<file path="src/rtl/bec_pkg.sv">
package bec_pkg;

  localparam int REG_W     = 32;
  localparam int CAP_WORDS = 2;
  localparam int CAP_W     = REG_W * CAP_WORDS;
  localparam int RADDR_W   = 3;

  typedef enum logic [RADDR_W-1:0] {
    RG_CAUSE   = 3'd0,
    RG_MASK    = 3'd1,
    RG_SYSMASK = 3'd2,
    RG_PARITY  = 3'd3,
    RG_ADDR_LO = 3'd4,
    RG_ADDR_HI = 3'd5,
    RG_DATA_LO = 3'd6,
    RG_DATA_HI = 3'd7
  } bec_reg_e;

  // write-zero clear: a 1 in the write data keeps the bit
  function automatic logic [REG_W-1:0] f_w0_clear(input logic [REG_W-1:0] cur,
                                                  input logic [REG_W-1:0] wd);
    return cur & wd;
  endfunction

  // mask write with reserved bits held at zero
  function automatic logic [REG_W-1:0] f_mask_store(input logic [REG_W-1:0] wd,
                                                    input logic [REG_W-1:0] rsv);
    return wd & ~rsv;
  endfunction

  // a capture is opened only when nothing is pending
  function automatic logic f_opens_episode(input logic [REG_W-1:0] kept,
                                           input logic [REG_W-1:0] incoming);
    return (kept == '0) && (incoming != '0);
  endfunction

endpackage

</file>
<file path="src/rtl/bec_cause.sv">
module bec_cause
  import bec_pkg::*;
#(
  parameter logic [REG_W-1:0] RSV_BITS = 32'h0000_0001
) (
  input  logic             clk,
  input  logic             rst_n,
  input  logic             err_valid,
  input  logic [REG_W-1:0] err_type,
  input  logic             wr_cause,
  input  logic             wr_mask,
  input  logic             wr_sysmask,
  input  logic [REG_W-1:0] wdata,
  output logic [REG_W-1:0] cause_q,
  output logic [REG_W-1:0] mask_q,
  output logic [REG_W-1:0] sysmask_q,
  output logic             err_hit,
  output logic             first_hit,
  output logic             irq
);

  logic [REG_W-1:0] incoming;
  logic [REG_W-1:0] cause_kept;
  logic [REG_W-1:0] cause_d;

  always_comb begin
    incoming   = err_valid ? (err_type & mask_q) : '0;
    cause_kept = wr_cause ? f_w0_clear(cause_q, wdata) : cause_q;
    cause_d    = cause_kept | incoming;
    err_hit    = (incoming != '0);
    first_hit  = f_opens_episode(cause_kept, incoming);
  end

  always_ff @(posedge clk) begin
    if (!rst_n) begin
      cause_q   <= '0;
      mask_q    <= '0;
      sysmask_q <= '0;
    end else begin
      cause_q <= cause_d;
      if (wr_mask)    mask_q    <= f_mask_store(wdata, RSV_BITS);
      if (wr_sysmask) sysmask_q <= f_mask_store(wdata, RSV_BITS);
    end
  end

  assign irq = |(cause_q & mask_q);

  AST_CAUSE_FROM_ERROR: assert property (@(posedge clk) disable iff (!rst_n)
    ((cause_q & ~$past(cause_q)) != '0) |-> $past(err_valid));

  AST_CAUSE_W0_CLEAR: assert property (@(posedge clk) disable iff (!rst_n)
    (wr_cause && !err_valid) |=> (cause_q == ($past(cause_q) & $past(wdata))));

  AST_MASK_RSV_ZERO: assert property (@(posedge clk) disable iff (!rst_n)
    wr_mask |=> (mask_q == ($past(wdata) & ~RSV_BITS)));

  AST_SYSMASK_RSV_ZERO: assert property (@(posedge clk) disable iff (!rst_n)
    wr_sysmask |=> ((sysmask_q & RSV_BITS) == '0));

  AST_IRQ_HAS_REASON: assert property (@(posedge clk) disable iff (!rst_n)
    $rose(irq) |-> $past(err_hit || wr_mask));

endmodule

</file>
<file path="src/rtl/bec_capture.sv">
module bec_capture
  import bec_pkg::*;
#(
  parameter int PAR_W = 8
) (
  input  logic                            clk,
  input  logic                            rst_n,
  input  logic                            load,
  input  logic [CAP_W-1:0]                err_addr,
  input  logic [CAP_W-1:0]                err_data,
  input  logic [PAR_W-1:0]                err_parity,
  output logic [CAP_WORDS-1:0][REG_W-1:0] addr_q,
  output logic [CAP_WORDS-1:0][REG_W-1:0] data_q,
  output logic [PAR_W-1:0]                par_q
);

  for (genvar w = 0; w < CAP_WORDS; w++) begin : g_word
    always_ff @(posedge clk) begin
      if (!rst_n) begin
        addr_q[w] <= '0;
        data_q[w] <= '0;
      end else if (load) begin
        addr_q[w] <= err_addr[w*REG_W +: REG_W];
        data_q[w] <= err_data[w*REG_W +: REG_W];
      end
    end
  end

  always_ff @(posedge clk) begin
    if (!rst_n)    par_q <= '0;
    else if (load) par_q <= err_parity;
  end

endmodule

</file>
<file path="src/rtl/bec_regmux.sv">
module bec_regmux
  import bec_pkg::*;
#(
  parameter int PAR_W = 8
) (
  input  logic [RADDR_W-1:0]              reg_addr,
  input  logic [REG_W-1:0]                cause_q,
  input  logic [REG_W-1:0]                mask_q,
  input  logic [REG_W-1:0]                sysmask_q,
  input  logic [CAP_WORDS-1:0][REG_W-1:0] addr_q,
  input  logic [CAP_WORDS-1:0][REG_W-1:0] data_q,
  input  logic [PAR_W-1:0]                par_q,
  output logic [REG_W-1:0]                rdata
);

  always_comb begin
    unique case (bec_reg_e'(reg_addr))
      RG_CAUSE:   rdata = cause_q;
      RG_MASK:    rdata = mask_q;
      RG_SYSMASK: rdata = sysmask_q;
      RG_PARITY:  rdata = REG_W'(par_q);
      RG_ADDR_LO: rdata = addr_q[0];
      RG_ADDR_HI: rdata = addr_q[1];
      RG_DATA_LO: rdata = data_q[0];
      RG_DATA_HI: rdata = data_q[1];
      default:    rdata = '0;
    endcase
  end

endmodule

</file>
<file path="src/rtl/bus_err_capture.sv">
module bus_err_capture
  import bec_pkg::*;
#(
  parameter int               PAR_W    = 8,
  parameter logic [REG_W-1:0] RSV_BITS = 32'h0000_0001
) (
  input  logic               clk,
  input  logic               rst_n,
  input  logic               err_valid,
  input  logic [REG_W-1:0]   err_type,
  input  logic [CAP_W-1:0]   err_addr,
  input  logic [CAP_W-1:0]   err_data,
  input  logic [PAR_W-1:0]   err_parity,
  input  logic               reg_wr,
  input  logic [RADDR_W-1:0] reg_addr,
  input  logic [REG_W-1:0]   reg_wdata,
  output logic [REG_W-1:0]   reg_rdata,
  output logic               irq
);

  logic                            wr_cause, wr_mask, wr_sysmask;
  logic [REG_W-1:0]                cause_q, mask_q, sysmask_q;
  logic                            err_hit, first_hit;
  logic [CAP_WORDS-1:0][REG_W-1:0] cap_addr, cap_data;
  logic [PAR_W-1:0]                cap_par;

  always_comb begin
    wr_cause   = reg_wr && (bec_reg_e'(reg_addr) == RG_CAUSE);
    wr_mask    = reg_wr && (bec_reg_e'(reg_addr) == RG_MASK);
    wr_sysmask = reg_wr && (bec_reg_e'(reg_addr) == RG_SYSMASK);
  end

  bec_cause #(.RSV_BITS(RSV_BITS)) u_cause (
    .clk        (clk),
    .rst_n      (rst_n),
    .err_valid  (err_valid),
    .err_type   (err_type),
    .wr_cause   (wr_cause),
    .wr_mask    (wr_mask),
    .wr_sysmask (wr_sysmask),
    .wdata      (reg_wdata),
    .cause_q    (cause_q),
    .mask_q     (mask_q),
    .sysmask_q  (sysmask_q),
    .err_hit    (err_hit),
    .first_hit  (first_hit),
    .irq        (irq)
  );

  bec_capture #(.PAR_W(PAR_W)) u_capture (
    .clk        (clk),
    .rst_n      (rst_n),
    .load       (first_hit),
    .err_addr   (err_addr),
    .err_data   (err_data),
    .err_parity (err_parity),
    .addr_q     (cap_addr),
    .data_q     (cap_data),
    .par_q      (cap_par)
  );

  bec_regmux #(.PAR_W(PAR_W)) u_regmux (
    .reg_addr  (reg_addr),
    .cause_q   (cause_q),
    .mask_q    (mask_q),
    .sysmask_q (sysmask_q),
    .addr_q    (cap_addr),
    .data_q    (cap_data),
    .par_q     (cap_par),
    .rdata     (reg_rdata)
  );

  AST_CAPTURE_FROZEN: assert property (@(posedge clk) disable iff (!rst_n)
    ((cause_q != '0) && !wr_cause) |=>
      ($stable(cap_addr) && $stable(cap_data) && $stable(cap_par)));

  AST_FIRST_LOAD: assert property (@(posedge clk) disable iff (!rst_n)
    first_hit |=> ((cap_addr == $past(err_addr)) && (cap_data == $past(err_data))
                   && (cap_par == $past(err_parity))));

  AST_FIRST_NEEDS_ERR: assert property (@(posedge clk) disable iff (!rst_n)
    first_hit |-> (err_valid && ((err_type & mask_q) != '0)));

endmodule

</file>
<file path="config.mk">
export PLATFORM = sky130hd
export DESIGN_NAME = bus_err_capture
export DESIGN_NICKNAME = d
export VERILOG_FILES = /design/src/rtl/bec_pkg.sv /design/src/rtl/bec_cause.sv /design/src/rtl/bec_capture.sv /design/src/rtl/bec_regmux.sv /design/src/rtl/bus_err_capture.sv
export SDC_FILE = /design/constraint.sdc
export NUM_CORES = 1
export LEC_CHECK = 0
export CAP_MARGIN = 20
export CELL_PAD_IN_SITES_DETAIL_PLACEMENT = 1
export CELL_PAD_IN_SITES_GLOBAL_PLACEMENT = 1
export CORE_MARGIN = 4
export CORE_UTILIZATION = 37
export CTS_CLUSTER_SIZE = 25
export DETAILED_ROUTE_END_ITERATION = 10
export DONT_BUFFER_PORTS = 1
export PLACE_DENSITY = 0.78
export SYNTH_ARGS = -nofsm -noshare
export SYNTH_HDL_FRONTEND = slang
export SYNTH_SLANG_ARGS = --single-unit
</file>
<file path="constraint.sdc">
create_clock -name clk -period 2.6 [get_ports clk]
set_input_delay 0.26 -clock clk [delete_from_list [all_inputs] [get_ports clk]]
set_output_delay 0.26 -clock clk [all_outputs]
set_load 0.01 [all_outputs]
</file>
==> results of run 1 <==
==> routing by layer <==
metal / GRT usage / part of all wire / wire length, µm / up-vias
met4: 0.1960 / 0.073 / 4374 / 2
met1: 0.4086 / 0.36 / 21650 / 6220
met3: 0.1017 / 0.11 / 6505 / 248
li1: - / - / - / 5359
met2: 0.5746 / 0.46 / 27300 / 907
met5: 0 / 0.00022 / 13 / -
==> worst paths after layout <==
check / from / end / slack (ps) / cells past startpoint
min: reg_wdata[11] / u_cause.cause_q[11] / -30 / 2
min reg2reg: u_capture.addr_q[7] / u_capture.addr_q[7] / 460 / 2
max: reg_addr[1] / u_capture.data_q[60] / 10 / 10
max reg2reg: u_cause.mask_q[22] / u_capture.data_q[60] / 100 / 8
==> flip-flops by register name, indices dropped and copies added, names as in the netlist <==
register / flops
u_capture.addr_q: 64
u_cause.mask_q: 31
u_cause.sysmask_q: 31
u_capture.par_q: 8
u_capture.data_q: 64
u_cause.cause_q: 32
==> layout make-up <==
type / instances / area (µm²) / share of cell area
Inverter: 5 / 18.77 / 0.001175
Clock buffer: 39 / 780.7 / 0.04886
Antenna cell: 4 / 10.01 / 0.0006265
Multi-Input combinational cell: 1017 / 5899 / 0.3692
Sequential cell: 230 / 4606 / 0.2883
Tap cell: 384 / 480.5 / 0.03007
Clock inverter: 6 / 58.81 / 0.003681
Timing Repair Buffer: 411 / 4124 / 0.2581
==> repair_timing <==
item	4_1_cts	5_1_grt
endpoints found under the hold margin	229	0
buffers inserted	0	8
resized for setup	0	26
endpoints found under the setup margin	0	7
hold buffers	344	0
==> stage by stage <==
stage	total power, µW	setup WS, ps	instance area, µm²	cells
after floorplan	4713	167.6	10880	1357
final	9409	11.94	15980	2096
after CTS	9136	39.00	15800	2084
after global placement	5000	-71.59	11480	1695
after global routing	9612	-15.26	15970	2094
after detailed placement	5041	-152.4	11480	1695
==> cell usage after synthesis, drive strengths merged (2+ instances only) <==
cell type / count
a31oi: 3
nand3: 48
nor3: 2
a222oi: 2
mux2: 6
clkbuf: 78
and3: 4
a21oi: 110
nand4: 9
a21boi: 2
buf: 27
mux2i: 183
nor2: 46
o22ai: 10
a22o: 8
nor2b: 4
a211oi: 10
a22oi: 25
a221oi: 7
a2bb2oi: 2
inv: 5
o221ai: 8
o21ai: 72
nand2: 427
o22a: 12
dfxtp: 230
o21a: 8
==> logic make-up (layout without fill, tap and decap cells) <==
kind of cell / after synthesis / in the layout / share of synthesized area
other: 0 / 4 / 0
AOI/OAI and AO/OA: 283 / 283 / 0.1574
DFF: 230 / 230 / 0.4233
buffers and inverters: 110 / 461 / 0.04509
and+or+nand+nor: 545 / 545 / 0.1997
muxes: 189 / 189 / 0.1746
==> power by group <==
group | switching (µW) | total [µW] | internal, µW
Sequential | 170 | 3900 | 3730
Clock | 1620 | 3780 | 2160
Combinational | 880 | 1730 | 846
Total | 2670 | 9410 | 6740
==> reports/results.ini, run 1 <==
[clock_tree]
cts_root_buffer=clkbuf_16
clk_transition_reported_paths_ps=60
clock_path_buffers=3
cts_tree=yes
insertion_delay_ps=550
cts_max_level=1
clkSinkCount=230
numCtsBuffers=27

[global_route]
grt_usage=0.3493
antenna_found_initial=6
grt_max_degree=126
gr-total-overflow=0
grt_first_pass_wirelength_um=87730
grt_pass1_vias=13620

[logic_synthesis]
ys_ff_latch=230
synth_fp_nets=1564
async_flop_share=0
synth_edf_count=0
syn_area_um2=10880
synthFlopType=dfxtp_1
yosysWarningCount=0
ys_top_cells_by_area=dfxtp_1, mux2i_1, nand2_1, a21oi_1, clkbuf_1
yosys.cell_types.count=41
yosys.area.top_type=dfxtp_1
syn_inst=1357
netlist.area_leader.share=0.4233
yosysSeqAreaShare=0.4233
syn_area_per_cell_um2=8.016

[layout]
drive_above_1_share=0.08314
final_util=0.5537
final_nets=1899
layout_common_cells=nand2_1, dlygate4sd3_1, dfxtp_1
final_common_cell=nand2_1
n_fill_cell=3356
area_growth_pct=46.88

[detailed_routing]
first_iter_violations=1437
drt.antenna.violating_nets=0
firstDrtPassIters=5
drt-total-wl_um=59850
wl_per_cell_um=28.55
vias=12740
vias_per_cell=6.076
drc=0

[worst_setup_path]
slowest_delay_ps=600
cp_data_arrival_time_ps=3070
critical_path.slowest_cell=dlygate4sd3_1
crit_fanout=59
critical_path_class=in2reg
cpMostUsedCell=buf_12
path_cells=or4b_4 > buf_12 > buf_4 > o21ai_4 > nand3_1 > a211oi_2 > and3_4 > buf_12 > mux2i_4 > dlygate4sd3_1
startpoint_type=primary input
cp_num_buf_inv=4
crit_required_ps=3080
critPathTopFamily=buffers and inverters
endpoint_kind=flop

[timing]
hold_ws_ps=-28.46
min_period_ps=2588
maxSlewViolCount=0
setup_tns_ps=0
min_period_over_period=0.9954
max_slew_margin=0.4168
finalHoldViolCount=1
finalSetupViolations=0
max_freq_mhz=386.4
worstMarginPinSlew_ps=871.6
fin_skew_ps=11.82

[die]
core_area_um2=28860
dieArea_um2=32210
rows=62
die_h_um=179.5
die_w_um=179.5
io_pins=240
start_util=0.3770

[power_and_ir_drop]
peakVddDrop_mv=0.5027
power_leakage_uw=0.005785
powerDensity_nw_per_um2=588.9

[min_path]
hold_path.class=in2reg

[outcome]
violations=negative hold slack
status=finished with violations

[placed_design]
gp_congestion=0.9034
hpwl_um=33040
io_buffers=0

[job]
cap_violations=0

No activity file was read; power rests on OpenSTA's default activity.
==> run 2: changes to the inputs <==
--- a/config.mk
+++ b/config.mk
@@ -13,7 +13,8 @@
 export CTS_CLUSTER_SIZE = 25
 export DETAILED_ROUTE_END_ITERATION = 10
 export DONT_BUFFER_PORTS = 1
-export PLACE_DENSITY = 0.78
+export PLACE_DENSITY = 0.75
 export SYNTH_ARGS = -nofsm -noshare
 export SYNTH_HDL_FRONTEND = slang
+export SYNTH_HIERARCHICAL = 1
 export SYNTH_SLANG_ARGS = --single-unit
==> run 2 against run 1 <==
Setup slack got worse by 150 ps. Maximum frequency fell by 5.5%. Global-route usage fell by 7.1 points. The flow finishes with violations (negative setup slack). Sequential cell count did not move.
==> reports/results.ini, run 2 <==
[worst_setup_path]
cp_data_arrival_time_ps=3170  ; +100 ps
cp_num_buf_inv=4  ; unchanged
cpMostUsedCell=buf_12
crit_required_ps=3030  ; -50 ps
critPathTopFamily=simple AND/OR/NAND/NOR gates
r2r-end=u_capture/addr_q[62]
rrSetupSlack_ps=-140  ; -240 ps
worstReg2RegStart=u_cause/cause_q[19]
critical_path.slowest_cell=or4_4
slowest_delay_ps=550  ; -50 ps
path_cells=a22o_1 > a221oi_2 > buf_4 > nand4_1 > or4_4 > a211oi_4 > buf_12 > buf_12 > buf_16 > mux2i_1 > nor2b_1
reg2regPathDepth=11  ; +3
startpoint_type=flop
endpoint_kind=flop
startpoint=u_cause/cause_q[19]
critPathCapture=u_capture/addr_q[62]
cp_num_cells=11  ; +1
critical_path_class=reg2reg
crit_fanout=8  ; -86%

[global_route]
antenna_found_initial=6  ; unchanged
grt_usage=0.2779  ; -0.07139
grt_first_pass_wirelength_um=70840  ; -19%
gr-total-overflow=0  ; unchanged
grt_pass1_vias=11050  ; -19%
grt_max_degree=137  ; +8.7%

[detailed_routing]
drc=0  ; unchanged
wl_per_cell_um=27.67  ; -3.1%
drt-total-wl_um=49540  ; -17%
vias_per_cell=5.702  ; -6.2%
first_iter_violations=966  ; -33%
drt.antenna.violating_nets=0  ; unchanged
vias=10210  ; -20%
firstDrtPassIters=5  ; unchanged

[placed_design]
gp_congestion=0.9395  ; +4.0%
hpwl_um=28400  ; -14%
io_buffers=0  ; unchanged

[die]
dieArea_um2=32860  ; +2.0%
rows=63  ; +1.6%
core_area_um2=29640  ; +2.7%
io_pins=240  ; unchanged
die_h_um=181.3  ; +1.0%
start_util=0.3748  ; -0.002120
die_w_um=181.3  ; +1.0%

[timing]
maxSlewViolCount=0  ; unchanged
setup_slack_ps=-139.3  ; -151.3 ps
finalHoldViolCount=0  ; -1
rsz0062_at_grt=true
min_period_ps=2739  ; +151.3 ps
min_period_over_period=1.054  ; +0.05818
hold_ws_ps=109.1  ; +137.5 ps
max_freq_mhz=365.1  ; -5.5%
max_slew_margin=0.4647  ; +0.04794
worstMarginPinSlew_ps=802.9  ; -68.69 ps
fin_skew_ps=21.68  ; +9.854 ps
finalSetupViolations=132  ; +132

[power_and_ir_drop]
p_switching_uw=2600  ; -2.5%
p_int_uw=6857  ; +1.7%
seq_power_share=0.411  ; -0.004
power_frac_clock=0.383  ; -0.019
pwr-share-comb=0.206  ; +0.023
power_leakage_uw=0.005414  ; -6.4%
swShare=0.2749  ; -0.008447
powerDensity_nw_per_um2=610.4  ; +3.7%
peakVddDrop_mv=0.5028  ; about the same

[clock_tree]
cts_tree=yes
clk_transition_reported_paths_ps=60  ; about the same
numCtsBuffers=26  ; -3.7%
clkSinkCount=230  ; unchanged
clock_path_buffers=3  ; unchanged
cts_root_buffer=clkbuf_16
cts_max_level=1  ; unchanged
insertion_delay_ps=550  ; about the same

[layout]
layout_common_cells=mux2i_1, dlygate4sd3_1, dfxtp_1
largestRegisters=u_capture/addr_q (64), u_capture/data_q (64), u_cause/cause_q (32)
final_util=0.5227  ; -0.03097
final_nets=1583  ; -17%
drive_above_1_share=0.1113  ; +0.02813
area_growth_pct=39.45

[job]
cap_violations=0  ; unchanged

[outcome]
violations=negative setup slack
status=finished with violations

[logic_synthesis]
syn_area_per_cell_um2=9.771  ; +22%
syn_area_um2=11110  ; +2.1%
syn_inst=1137  ; -16%
yosysWarningCount=6  ; +6

[min_path]
hold_path.class=in2reg
hold_depth=3  ; +1

## run 2: changes by cell type in the layout (fill, tap and decap cells not counted), moves of 20 or more
cell / previous run / this run
nand2_1: 427 / 3
nor2b_1: 4 / 133
dlygate4sd3_1: 342 / 231
a21oi_1: 110 / 50
mux2i_1: 181 / 231
nand2b_1: 1 / 35
nor2_1: 46 / 79
a21o_1: 0 / 24
inv_1: 2 / 25
mux2i_2: 1 / 24
o22ai_1: 10 / 30
## run 2: area by class of cell
class / instances / area, µm²
Inverter: 27 / 101.3
Multi-Input combinational cell: 794 / 6163
Clock buffer: 39 / 739.5
Tap cell: 390 / 488.0
Timing Repair Buffer: 297 / 3307
Antenna cell: 7 / 17.52
Sequential cell: 230 / 4606
Fill cell: 3223 / 14150
Clock inverter: 6 / 70.07
## run 2: layer usage
layer / routed length [µm] / GRT usage
met1: 18830 / 0.3323
met2: 24560 / 0.4789
met3: 4404 / 0.07852
met4: 1744 / 0.09607
met5: 0 / 0
## run 2: what timing repair did
action	4_1_cts	5_1_grt
setup buffers	5	1
pin swaps	4	4
hold buffers	232	0
gates resized for setup	16	58
gates cloned	6	13
hold endpoints to repair	229	0
endpoints found under the setup margin	133	136
## run 2: worst min-delay path by stage
| stage | slack (ps) | end | from |
|---|---|---|---|
| after floorplan | 410 | u_cause/sysmask_q[2] | reg_wdata[2] |
| after global placement | 400 | u_capture/addr_q[55] | rst_n |
| after detailed placement | 400 | u_capture/addr_q[55] | rst_n |
| after CTS | 30 | u_cause/cause_q[0] | reg_wdata[0] |
| after global routing | 120 | u_cause/cause_q[1] | reg_wdata[1] |
| final | 110 | u_cause/cause_q[0] | reg_wdata[0] |
## run 2: worst min-delay path, cell delays in order
cell and delay (ps):
o21ai_0 90, buf_4 170, nor2_1 80
## run 2: through the flow
step | TNS, ps | setup WS [ps] | cell area, µm² | instances | total power, µW
4_1_cts | -8541 | -123.8 | 14990 | 1773 | 9131
3_3_place_gp | -30310 | -267.3 | 11530 | 1485 | 5010
5_1_grt | -14410 | -201.0 | 15490 | 1790 | 9771
3_5_place_dp | -42340 | -374.8 | 11530 | 1485 | 5060
6_report | -6164 | -139.3 | 15490 | 1790 | 9456
2_1_floorplan | 0 | 12.35 | 11130 | 1138 | 4869
## run 2: power by group through the flow
stage / Sequential [µW] / Combinational (µW) / Clock [µW]
2_1_floorplan: 3890 / 980 / 0
3_3_place_gp: 3930 / 1080 / 0
3_5_place_dp: 3940 / 1120 / 0
4_1_cts: 3860 / 1630 / 3640
5_1_grt: 3910 / 2040 / 3820
6_report: 3890 / 1940 / 3620
